## config.mk

```make
export PLATFORM = sky130hd
export DESIGN_NAME = pbus_ackrd_ctrl
export DESIGN_NICKNAME = d
export VERILOG_FILES = /design/src/rtl/pbus_pkg.sv /design/src/rtl/pbus_ack_cond.sv /design/src/rtl/pbus_phase_timer.sv /design/src/rtl/pbus_wait_limit.sv /design/src/rtl/pbus_ackrd_ctrl.sv
export SDC_FILE = /design/constraint.sdc
export NUM_CORES = 1
export LEC_CHECK = 0
export ABC_AREA = 1
export BUFFER_PORTS_ARGS = -buffer_cell sky130_fd_sc_hd__buf_2
export CAP_MARGIN = 20
export CELL_PAD_IN_SITES_DETAIL_PLACEMENT = 1
export CELL_PAD_IN_SITES_GLOBAL_PLACEMENT = 1
export CORE_MARGIN = 5
export CORE_UTILIZATION = 40
export DETAILED_ROUTE_END_ITERATION = 16
export HOLD_SLACK_MARGIN = 0.06
export PLACE_DENSITY = 0.95
export SYNTH_ARGS = -nofsm -noshare
export SYNTH_HDL_FRONTEND = slang
export SYNTH_HIERARCHICAL = 1
export SYNTH_SLANG_ARGS = --single-unit
```

## constraint.sdc

```tcl
create_clock -name clk -period 3.87 [get_ports clk]
set_input_delay 0.774 -clock clk [delete_from_list [all_inputs] [get_ports clk]]
set_output_delay 0.774 -clock clk [all_outputs]
set_load 0.02 [all_outputs]
```

## src/rtl/pbus_pkg.sv

```systemverilog
package pbus_pkg;

    typedef enum logic [3:0] {
        ST_IDLE,
        ST_LATCH,
        ST_LATCH_GAP,
        ST_SEL_LEAD,
        ST_SEL_HOLD,
        ST_ACK_WAIT,
        ST_SETTLE,
        ST_RELEASE,
        ST_REST
    } rd_state_e;

endpackage

```

## src/rtl/pbus_ack_cond.sv

```systemverilog
module pbus_ack_cond #(
    parameter int SYNC_STAGES = 2
) (
    input  logic clk,
    input  logic rst_n,
    input  logic ack_raw,
    input  logic direct,
    input  logic level,
    output logic ack_hit
);
    logic [SYNC_STAGES-1:0] chain;

    for (genvar i = 0; i < SYNC_STAGES; i++) begin : g_stage
        if (i == 0) begin : g_first
            always_ff @(posedge clk or negedge rst_n) begin
                if (!rst_n) chain[i] <= 1'b0;
                else        chain[i] <= ack_raw;
            end
        end else begin : g_next
            always_ff @(posedge clk or negedge rst_n) begin
                if (!rst_n) chain[i] <= 1'b0;
                else        chain[i] <= chain[i-1];
            end
        end
    end

    logic ack_lvl;
    always_comb begin
        ack_lvl = direct ? ack_raw : chain[SYNC_STAGES-1];
        ack_hit = (ack_lvl == level);
    end

endmodule

```

## src/rtl/pbus_phase_timer.sv

```systemverilog
module pbus_phase_timer #(
    parameter int W = 4
) (
    input  logic         clk,
    input  logic         rst_n,
    input  logic         load,
    input  logic [W-1:0] load_val,
    output logic         expired
);
    logic [W-1:0] cnt;

    always_ff @(posedge clk or negedge rst_n) begin
        if (!rst_n)          cnt <= '0;
        else if (load)       cnt <= load_val;
        else if (cnt != '0)  cnt <= cnt - 1'b1;
    end

    assign expired = (cnt == '0);

    // between loads the interval counter only runs down
    p_timer_no_rise_r2: assert property (@(posedge clk) disable iff (!rst_n)
        !load |=> (cnt <= $past(cnt)));

endmodule

```

## src/rtl/pbus_wait_limit.sv

```systemverilog
module pbus_wait_limit #(
    parameter int W = 8
) (
    input  logic         clk,
    input  logic         rst_n,
    input  logic         load,
    input  logic [W-1:0] limit,
    input  logic         tick,
    output logic         expire
);
    logic [W-1:0] cnt;
    logic         armed;

    always_ff @(posedge clk or negedge rst_n) begin
        if (!rst_n) begin
            cnt   <= '0;
            armed <= 1'b0;
        end else if (load) begin
            cnt   <= limit;
            armed <= (limit != '0);
        end else if (tick && cnt != '0) begin
            cnt   <= cnt - 1'b1;
        end
    end

    assign expire = armed && (cnt == {{(W-1){1'b0}}, 1'b1});

    // a zero limit never produces an expiry
    p_zero_limit_quiet_r11: assert property (@(posedge clk) disable iff (!rst_n)
        (load && limit == '0) |=> !expire);

endmodule

```

## src/rtl/pbus_ackrd_ctrl.sv

```systemverilog
module pbus_ackrd_ctrl
    import pbus_pkg::*;
#(
    parameter int AD_W        = 32,
    parameter int PH_W        = 4,
    parameter int LAG_W       = 2,
    parameter int LIM_W       = 8,
    parameter int SYNC_STAGES = 2
) (
    input  logic             clk,
    input  logic             rst_n,
    input  logic             start,
    input  logic [AD_W-1:0]  addr,
    input  logic [PH_W-1:0]  cfg_latch_len,
    input  logic [PH_W-1:0]  cfg_latch_gap,
    input  logic [PH_W-1:0]  cfg_sel_lead,
    input  logic [PH_W-1:0]  cfg_sel_hold,
    input  logic [PH_W-1:0]  cfg_ack_delay,
    input  logic [LAG_W-1:0] cfg_release_lag,
    input  logic [PH_W-1:0]  cfg_rest_len,
    input  logic             cfg_ack_level,
    input  logic             cfg_ack_direct,
    input  logic [LIM_W-1:0] cfg_wait_limit,
    output logic             pb_ale,
    output logic             pb_sel_n,
    output logic             pb_rd_n,
    output logic [AD_W-1:0]  pb_ad_out,
    output logic             pb_ad_drive,
    input  logic [AD_W-1:0]  pb_ad_in,
    input  logic             pb_ack,
    output logic             busy,
    output logic             done,
    output logic [AD_W-1:0]  rd_data,
    output logic             rd_err,
    output logic             err_irq,
    output logic             tmo_flag,
    input  logic             tmo_flag_clr
);
    localparam logic [PH_W-1:0]  PH_ONE  = {{(PH_W-1){1'b0}}, 1'b1};
    localparam logic [LAG_W-1:0] LAG_ONE = {{(LAG_W-1){1'b0}}, 1'b1};

    rd_state_e st, nxt;

    // configuration captured at request acceptance
    logic [PH_W-1:0]  c_gap, c_lead, c_hold, c_delay, c_rest;
    logic [LAG_W-1:0] c_lag;
    logic             c_level, c_direct;
    logic [LIM_W-1:0] c_limit;
    logic [AD_W-1:0]  c_addr;

    logic            t_load, t_exp;
    logic [PH_W-1:0] t_val;
    logic            w_load, w_tick, w_exp;
    logic            ack_hit;
    logic            capture, abort;

    // state after the read strobe is released
    rd_state_e       tail_st,  rest_st;
    logic [PH_W-1:0] tail_val, rest_val;
    logic            tail_load, rest_load;

    pbus_ack_cond #(.SYNC_STAGES(SYNC_STAGES)) u_ack (
        .clk     (clk),
        .rst_n   (rst_n),
        .ack_raw (pb_ack),
        .direct  (c_direct),
        .level   (c_level),
        .ack_hit (ack_hit)
    );

    pbus_phase_timer #(.W(PH_W)) u_timer (
        .clk      (clk),
        .rst_n    (rst_n),
        .load     (t_load),
        .load_val (t_val),
        .expired  (t_exp)
    );

    pbus_wait_limit #(.W(LIM_W)) u_limit (
        .clk    (clk),
        .rst_n  (rst_n),
        .load   (w_load),
        .limit  (c_limit),
        .tick   (w_tick),
        .expire (w_exp)
    );

    always_ff @(posedge clk or negedge rst_n) begin
        if (!rst_n) begin
            c_gap    <= '0;
            c_lead   <= '0;
            c_hold   <= '0;
            c_delay  <= '0;
            c_rest   <= '0;
            c_lag    <= '0;
            c_level  <= 1'b1;
            c_direct <= 1'b0;
            c_limit  <= '0;
            c_addr   <= '0;
        end else if (st == ST_IDLE && start) begin
            c_gap    <= cfg_latch_gap;
            c_lead   <= cfg_sel_lead;
            c_hold   <= cfg_sel_hold;
            c_delay  <= cfg_ack_delay;
            c_rest   <= cfg_rest_len;
            c_lag    <= cfg_release_lag;
            c_level  <= cfg_ack_level;
            c_direct <= cfg_ack_direct;
            c_limit  <= cfg_wait_limit;
            c_addr   <= addr;
        end
    end

    always_comb begin
        rest_load = (c_rest != '0);
        rest_st   = rest_load ? ST_REST : ST_IDLE;
        rest_val  = c_rest - PH_ONE;
        if (c_lag != '0) begin
            tail_st   = ST_RELEASE;
            tail_load = 1'b1;
            tail_val  = {{(PH_W-LAG_W){1'b0}}, c_lag - LAG_ONE};
        end else begin
            tail_st   = rest_st;
            tail_load = rest_load;
            tail_val  = rest_val;
        end
    end

    // next-state process
    always_comb begin
        nxt     = st;
        t_load  = 1'b0;
        t_val   = '0;
        w_load  = 1'b0;
        capture = 1'b0;
        abort   = 1'b0;
        unique case (st)
            ST_IDLE: begin
                if (start) begin
                    nxt    = ST_LATCH;
                    t_load = 1'b1;
                    t_val  = cfg_latch_len;
                end
            end
            ST_LATCH: begin
                if (t_exp) begin
                    nxt    = ST_LATCH_GAP;
                    t_load = 1'b1;
                    t_val  = c_gap;
                end
            end
            ST_LATCH_GAP: begin
                if (t_exp) begin
                    nxt    = ST_SEL_LEAD;
                    t_load = 1'b1;
                    t_val  = c_lead;
                end
            end
            ST_SEL_LEAD: begin
                if (t_exp) begin
                    nxt    = ST_SEL_HOLD;
                    t_load = 1'b1;
                    t_val  = c_hold;
                end
            end
            ST_SEL_HOLD: begin
                if (t_exp) begin
                    nxt    = ST_ACK_WAIT;
                    w_load = 1'b1;
                end
            end
            ST_ACK_WAIT: begin
                if (ack_hit) begin
                    if (c_delay == '0) begin
                        capture = 1'b1;
                        nxt     = tail_st;
                        t_load  = tail_load;
                        t_val   = tail_val;
                    end else begin
                        nxt    = ST_SETTLE;
                        t_load = 1'b1;
                        t_val  = c_delay - PH_ONE;
                    end
                end else if (w_exp) begin
                    abort  = 1'b1;
                    nxt    = tail_st;
                    t_load = tail_load;
                    t_val  = tail_val;
                end
            end
            ST_SETTLE: begin
                if (t_exp) begin
                    capture = 1'b1;
                    nxt     = tail_st;
                    t_load  = tail_load;
                    t_val   = tail_val;
                end
            end
            ST_RELEASE: begin
                if (t_exp) begin
                    nxt    = rest_st;
                    t_load = rest_load;
                    t_val  = rest_val;
                end
            end
            ST_REST: begin
                if (t_exp) nxt = ST_IDLE;
            end
            default: nxt = ST_IDLE;
        endcase
    end

    assign w_tick = (st == ST_ACK_WAIT) && !ack_hit;

    // state register
    always_ff @(posedge clk or negedge rst_n) begin
        if (!rst_n) st <= ST_IDLE;
        else        st <= nxt;
    end

    // bus pin decode
    always_comb begin
        pb_ale      = 1'b0;
        pb_sel_n    = 1'b1;
        pb_rd_n     = 1'b1;
        pb_ad_drive = 1'b0;
        unique case (st)
            ST_LATCH: begin
                pb_ale      = 1'b1;
                pb_ad_drive = 1'b1;
            end
            ST_LATCH_GAP: pb_ad_drive = 1'b1;
            ST_SEL_LEAD:  pb_sel_n    = 1'b0;
            ST_SEL_HOLD, ST_ACK_WAIT, ST_SETTLE: begin
                pb_sel_n = 1'b0;
                pb_rd_n  = 1'b0;
            end
            ST_RELEASE:   pb_sel_n = 1'b0;
            default: ;
        endcase
    end

    assign pb_ad_out = c_addr;
    assign busy      = (st != ST_IDLE);

    // completion and status outputs
    always_ff @(posedge clk or negedge rst_n) begin
        if (!rst_n) begin
            done     <= 1'b0;
            rd_data  <= '0;
            rd_err   <= 1'b0;
            err_irq  <= 1'b0;
            tmo_flag <= 1'b0;
        end else begin
            done    <= capture || abort;
            err_irq <= abort;
            if (capture) begin
                rd_data <= pb_ad_in;
                rd_err  <= 1'b0;
            end else if (abort) begin
                rd_data <= '0;
                rd_err  <= 1'b1;
            end
            if (abort)             tmo_flag <= 1'b1;
            else if (tmo_flag_clr) tmo_flag <= 1'b0;
        end
    end

    // completion is a single-cycle pulse
    p_done_single_r7: assert property (@(posedge clk) disable iff (!rst_n)
        done |=> !done);
    // read strobe rises in the completion cycle
    p_rd_release_at_done_r7: assert property (@(posedge clk) disable iff (!rst_n)
        done |-> (pb_rd_n && !$past(pb_rd_n)));
    // no driver contention on the shared lines
    p_ad_released_r3: assert property (@(posedge clk) disable iff (!rst_n)
        !pb_rd_n |-> !pb_ad_drive);
    // interrupt only accompanies an erroring completion
    p_irq_with_err_r10: assert property (@(posedge clk) disable iff (!rst_n)
        err_irq |-> (done && rd_err));
    // timeout flag is sticky until cleared
    p_flag_sticky_r12: assert property (@(posedge clk) disable iff (!rst_n)
        (tmo_flag && !tmo_flag_clr) |=> tmo_flag);
    // a new cycle starts only from IDLE
    p_start_from_idle_r9: assert property (@(posedge clk) disable iff (!rst_n)
        (st == ST_LATCH && $past(st) != ST_LATCH) |-> $past(st) == ST_IDLE);
    // acknowledge is watched only with select and read strobe active
    p_wait_strobes_r4: assert property (@(posedge clk) disable iff (!rst_n)
        (st == ST_ACK_WAIT) |-> (!pb_sel_n && !pb_rd_n));

endmodule

```

# Word level (Yosys, flattened, before mapping)

Cells that the tools add are included.

Output and inout port bits: 73
Logic and storage cells: 125
Flip-flop bits (word level): 119
Input port bits: 105

Add/subtract/negate cells: 5
Reduce and logical (&&, ||, !) cells: 24
Mux-type cells: 56
Eq/ne operators: 19

Operator list:

| kind                | number |
|---|---|
| $mux 4              | 25 |
| $mux 32             | 2 |
| $pmux 4 s9          | 1 |
| $pmux 4 s7          | 1 |
| $mux 1              | 23 |
| $eq 4x3->1 const B  | 4 |
| $mux 8              | 2 |
| $ne 2x2->1 const B  | 8 |
| $reduce_bool 8->1   | 2 |
| $logic_not 4->1     | 3 |
| $reduce_bool 4->1   | 3 |
| $sub 4x1->4 const B | 3 |
| $reduce_bool 2->1   | 5 |
| $reduce_and 9->1    | 1 |
| $eq 4x2->1 const B  | 2 |
| $eq 8x1->1 const B  | 1 |
| $sub 8x1->8 const B | 1 |
| $reduce_or 3->1     | 2 |
| $pmux 1 s5          | 1 |
| $reduce_or 5->1     | 1 |
| $eq 4x1->1 const B  | 1 |
| $eq 4x4->1 const B  | 1 |
| $logic_and 1x1->1   | 4 |
| $ne 3x2->1 const B  | 1 |
| other kinds (6)     | 6 |

# Longest topological paths before layout

Depth after elaboration: 7
Gate-level depth with buffers: 14

# Hierarchy

The synthesis kept the hierarchy.

Modules (own cells, without submodules):

| module           | instances | area an instance (um^2) | cells an instance | seq. area each (um^2) |
|---|---|---|---|---|
| pbus_ackrd_ctrl  | 1         | 4890.9                  | 577               | 2603.7 |
| pbus_wait_limit  | 1         | 659.4                   | 93                | 225.2 |
| pbus_phase_timer | 1         | 242.7                   | 34                | 100.1 |
| pbus_ack_cond    | 1         | 93.8                    | 13                | 50.0 |

# Worst setup path after synthesis

OpenSTA, ideal clock, no wires.

Kind: input to register
Start: input port pb_ack
End: register u_timer.cnt[0]
Data required time: 3.743 ns
Path slack: 1.754 ns
Library setup time: 0.127 ns
Arrival: 1.989 ns
Stages on the path: 12
Path buffers: 0
Cell sequence: inv_1 -> nand2_1 -> nand3_1 -> nand2_1 -> nand2_1 -> nand2_1 -> o21ai_0 -> nand4_1 -> inv_1 -> nand3_2 -> nand2_1 -> o21ai_0

Cells in the longest elaborated chain, start to end: 5
Elaborated cells on any way between the ends: 8

RTL lines:

| item                                               | line                   | source |
|---|---|---|
| start, declared                                    | pbus_ackrd_ctrl.sv:30  | `input logic pb_ack,` |
| $mux 1 (*)                                         | pbus_ack_cond.sv:29    | `ack_lvl = direct ? ack_raw : chain[SYNC_STAGES-1];` |
| $eq 1x1->1 (*)                                     | pbus_ack_cond.sv:30    | `ack_hit = (ack_lvl == level);` |
| named net ack_hit                                  | pbus_ackrd_ctrl.sv:54  | `logic ack_hit;` |
| $mux 1 (*)                                         | pbus_ackrd_ctrl.sv:173 | `if (ack_hit) begin` |
| $pmux 1 s5 (*)                                     | pbus_ackrd_ctrl.sv:137 | `unique case (st)` |
| named net t_load                                   | pbus_ackrd_ctrl.sv:51  | `logic t_load, t_exp;` |
| $mux 4 / $reduce_bool 2->1 (equally long branches) | n/a                    |  |
| end signal, assigned                               | pbus_phase_timer.sv:14 | `else if (load) cnt <= load_val;` |
| end signal, assigned                               | pbus_phase_timer.sv:15 | `else if (cnt != '0) cnt <= cnt - 1'b1;` |
| end, declared                                      | pbus_phase_timer.sv:10 | `logic [W-1:0] cnt;` |

Mark *: on every way through the listed nets, which the timed path passes. The rest lies on a longest branch.
A chain may end at the register's enable or synchronous reset.

# Worst setup path after layout

Start: register u_timer.cnt[0]
End: register u_limit.armed

Cells in the longest elaborated chain, start to end: 3

RTL lines:

| item                 | line                   | source |
|---|---|---|
| $logic_not 4->1      | pbus_phase_timer.sv:18 | `assign expired = (cnt == '0);` |
| named net t_exp      | pbus_ackrd_ctrl.sv:51  |  |
| $mux 1               | pbus_ackrd_ctrl.sv:167 | `if (t_exp) begin` |
| $mux 1               | pbus_ackrd_ctrl.sv:137 |  |
| named net w_load     | pbus_ackrd_ctrl.sv:53  | `logic w_load, w_tick, w_exp;` |
| end signal, assigned | pbus_wait_limit.sv:20  | `armed <= (limit != '0);` |
| end, declared        | pbus_wait_limit.sv:12  | `logic armed;` |

The timed path passes the listed nets, and every way through them passes these cells.

==> qor.yml <==
outcome: "complete, no violations"
die_area_um2: 17200
netlist.area_leader.share_pct: 50.2
area_delta_synth_final_pct: 26.9
clk_pin_slew_ns: 0.06
finClkSkew_ns: 0.0101
average_cell_area_after_synthesis_um2: 8.21
post_synth_most_frequent_cells: "sky130_fd_sc_hd__nand2_1, sky130_fd_sc_hd__dfrtp_1, sky130_fd_sc_hd__inv_1, sky130_fd_sc_hd__nand3_1, sky130_fd_sc_hd__nor2_1"
ys.warnings.count: 6
initial_cell_density_of_the_core_pct: 40.7
slowest_delay_ns: 0.37
number_of_global_route_vias_before_repair: 5759
synthTopCellsByArea: "sky130_fd_sc_hd__dfrtp_1, sky130_fd_sc_hd__nand2_1, sky130_fd_sc_hd__nand3_2, sky130_fd_sc_hd__inv_1, sky130_fd_sc_hd__nand3_1"
drc_errors: 0
yosysTopAreaCell: "sky130_fd_sc_hd__dfrtp_1"
clock_network_latency_to_the_later_pin_of_the_worst_skew_pair_ns: 0.41
routed_wire_length_per_instance_um: 16.3
die-height_um: 131
num_rows: 44
grt_setup_unrepaired: "false"
mappedNetlistArea_um2: 5890
final_min_period_over_clock_period_pct: 65.2
regToRegEndpoint: "u_limit/armed"
drt-initial-drc-count: 209
timing.final.ws_setup_ns: 1.35
cp.arrival_ns: 2.78
vias_per_cell: 4.96
ctsLongestPathBuffers: 2
crit_chain: "inv_1 -> ha_1 -> nand2_1 -> inv_1 -> inv_1 -> nor3_1 -> buf_4 -> inv_1 -> nor2_1 -> a41oi_1"
worst_ir_drop_vdd_v: 0.000423
power.clock.fraction_pct: 22.3
cts_post_setup_buffers_inserted: 0
worstSetupPathType: "flop to flop"
critPathRequiredTime_ns: 4.13
drt_pre_antenna_iters: 4
switching_component_of_the_power_mw: 2.91
cell_int_power_mw: 3.67
synth-edff-count: 0
grt_antenna_before_repair: 1
drt.antenna.violating_nets: 0
pin_count_of_the_biggest_net_entering_global_routing: 85
n_antenna_cell: 0
synth.yosys.seq_area_share_pct: 50.6
timing.critical_path.to_type: "flop"
cp-startpoint: "u_timer/cnt[0]"
reg2reg_slack_ns: 1.35
p_seq_share_pct: 34.3
share_comb_of_total_power_pct: 43.4
regToRegStartpoint: "u_timer/cnt[0]"
setup_violations: 0
cts_max_level: 4
postSynthCellCount: 717
routed_wire_length_mm: 17.8
post_place_setup_slack_ns: 1.14
hp-class: "primary input to async pin"
critPathMostFrequentCell: "sky130_fd_sc_hd__inv_1"
grtUsageTotal_pct: 20.7
cts-buffers-inserted: 17
port-buffer-count: 177
worst-path-max-fanout: 14
gp_routability_congestion: 0.880
min_period_ns: 2.52
ys_dominant_reg_cell: "sky130_fd_sc_hd__dfrtp_1"
hold_violations: 0
dp.final_hpwl_mm: 13.2
post_route_cells_drive_above_1_share_pct: 30.9
worst_setup_path_start_kind: "flop"
via_count: 5407
cp-endpoint: "u_limit/armed"
timing.fmax_mhz: 396
switching_share_pct: 44.3
synthDistinctLibCells: 34
overflow_left_after_global_routing: 0
cellPowerDensity_nw_per_um2: 880
postLayoutCoreUtil_pct: 51.6
timing.setup.tns_ns: 0
ys_async_sr_fraction_pct: 100
io_pins: 178
cellLeakagePower_nw: 4.13
cts.sink_count: 119
cts-resized-gates: 0
fillers: 1810
report.final.slew_viol_count: 0
tritoncts_clock_tree: "built"
core_region_area_um2: 14500
global_route_wire_length_before_repair_mm: 29.4
synth_seq_cells: 119
synth.most_common_cell: "sky130_fd_sc_hd__nand2_1"
max_cap_violations: 0
mappedNetlistNets: 829
tightest_slew_ns: 0.938
clock_tree.root_cell: "sky130_fd_sc_hd__clkbuf_16"
post_layout_net_count: 1006
worst_r2r_path_depth: 10
die_width_um: 131
relSlewSlack_pct: 37.5
cell_with_the_largest_stage_delay_on_the_worst_path: "sky130_fd_sc_hd__dfrtp_1"
cts-hold-fix-buffers: 0
-- how the worst min path moves through the flow --
stage                     depth (start not counted)      startpoint        endpoint  slack (ns)
final                                             1           rst_n     rd_data[25]        0.32
after global routing                              1           rst_n      rd_data[1]        0.36
after CTS                                         1           rst_n     rd_data[25]        0.33
after detailed placement                          0  u_ack/chain[0]  u_ack/chain[1]        0.34
after global placement                            0  u_ack/chain[0]  u_ack/chain[1]        0.33
after floorplan                                   0  u_ack/chain[0]  u_ack/chain[1]        0.33
-- power by group through the flow --
stage | clock (mW) | sequential [mW] | combinational (mW)
global placement | 0 | 2.23 | 2.71
floorplan | 0 | 2.56 | 1.60
detailed placement | 0 | 2.25 | 2.87
CTS | 1.50 | 2.26 | 2.90
global route | 1.56 | 2.33 | 3.18
finish | 1.47 | 2.25 | 2.86
-- sequential cells by signal, indices dropped and copies added (netlist names), 4 cells and up --
signal,count
rd_data,32
c_lead,4
st,4
c_hold,4
c_gap,4
u_limit/cnt,8
c_rest,4
c_delay,4
u_timer/cnt,4
c_limit,8
pb_ad_out,32
-- logic make-up after synthesis --
kind of cell               synth area share, %
AOI/OAI and AO/OA                         6.97
xor gates and xnor gates                 0.893
adders and majority gates                 1.49
buffers and inverters                     7.57
DFF                                       50.6
and+or+nand+nor                           32.5
-- metal layers --
metal  routed length (um)  global-route usage [%]  vias up
met5                   13                       0        -
met1                 7750                    25.6     2598
li1                     -                       -     2606
met2                 8290                    33.5      179
met3                 1450                    8.18       22
met4                  294                    6.40        2
-- placed cells by master, fill, tap and decap left out, drive strengths merged --
master and n:
a41oi 1, o21a 1, ha 7, dfrtp 118, xnor2 2, dfstp 1, bufinv 1, a22oi 3
xor2 4, nor2 44, clkinv 6, nand3 77, clkbuf 20, buf 183, a21oi 3, o21ai 61
nand2 279, a21boi 1, nand4 5, clkinvlp 5, nor3 5, o21bai 1, inv 78
-- critical path, delay by kind of cell, from the launching register on --
family | cells | cell delay, ns
flops | 1 | 0.37
fa+ha+maj | 1 | 0.24
buf+inv | 5 | 1.10
compound gates | 1 | 0.15
simple gates | 3 | 0.50
-- cell type report --
| class | count | area [um2] | area share, % |
|---|---|---|---|
| timing repair buffer | 183 | 946 | 12.7 |
| clock buffer | 20 | 447 | 5.98 |
| multi-input combinational | 494 | 2470 | 33.0 |
| clock inverter | 11 | 104 | 1.39 |
| tap | 184 | 230 | 3.08 |
| sequential | 119 | 2980 | 39.9 |
| inverter | 79 | 298 | 3.99 |
-- stage by stage --
| step | area (um2) | hold slack, ns | cells | power (mW) |
|---|---|---|---|---|
| after CTS | 7470 | 0.332 | 1090 | 6.66 |
| final | 7470 | 0.324 | 1090 | 6.58 |
| after detailed placement | 6920 | 0.343 | 1059 | 5.12 |
| after global routing | 7470 | 0.359 | 1090 | 7.07 |
| after global placement | 6920 | 0.333 | 1059 | 4.94 |
| after floorplan | 5890 | 0.331 | 717 | 4.17 |
No activity file was read; power rests on OpenSTA's default activity.
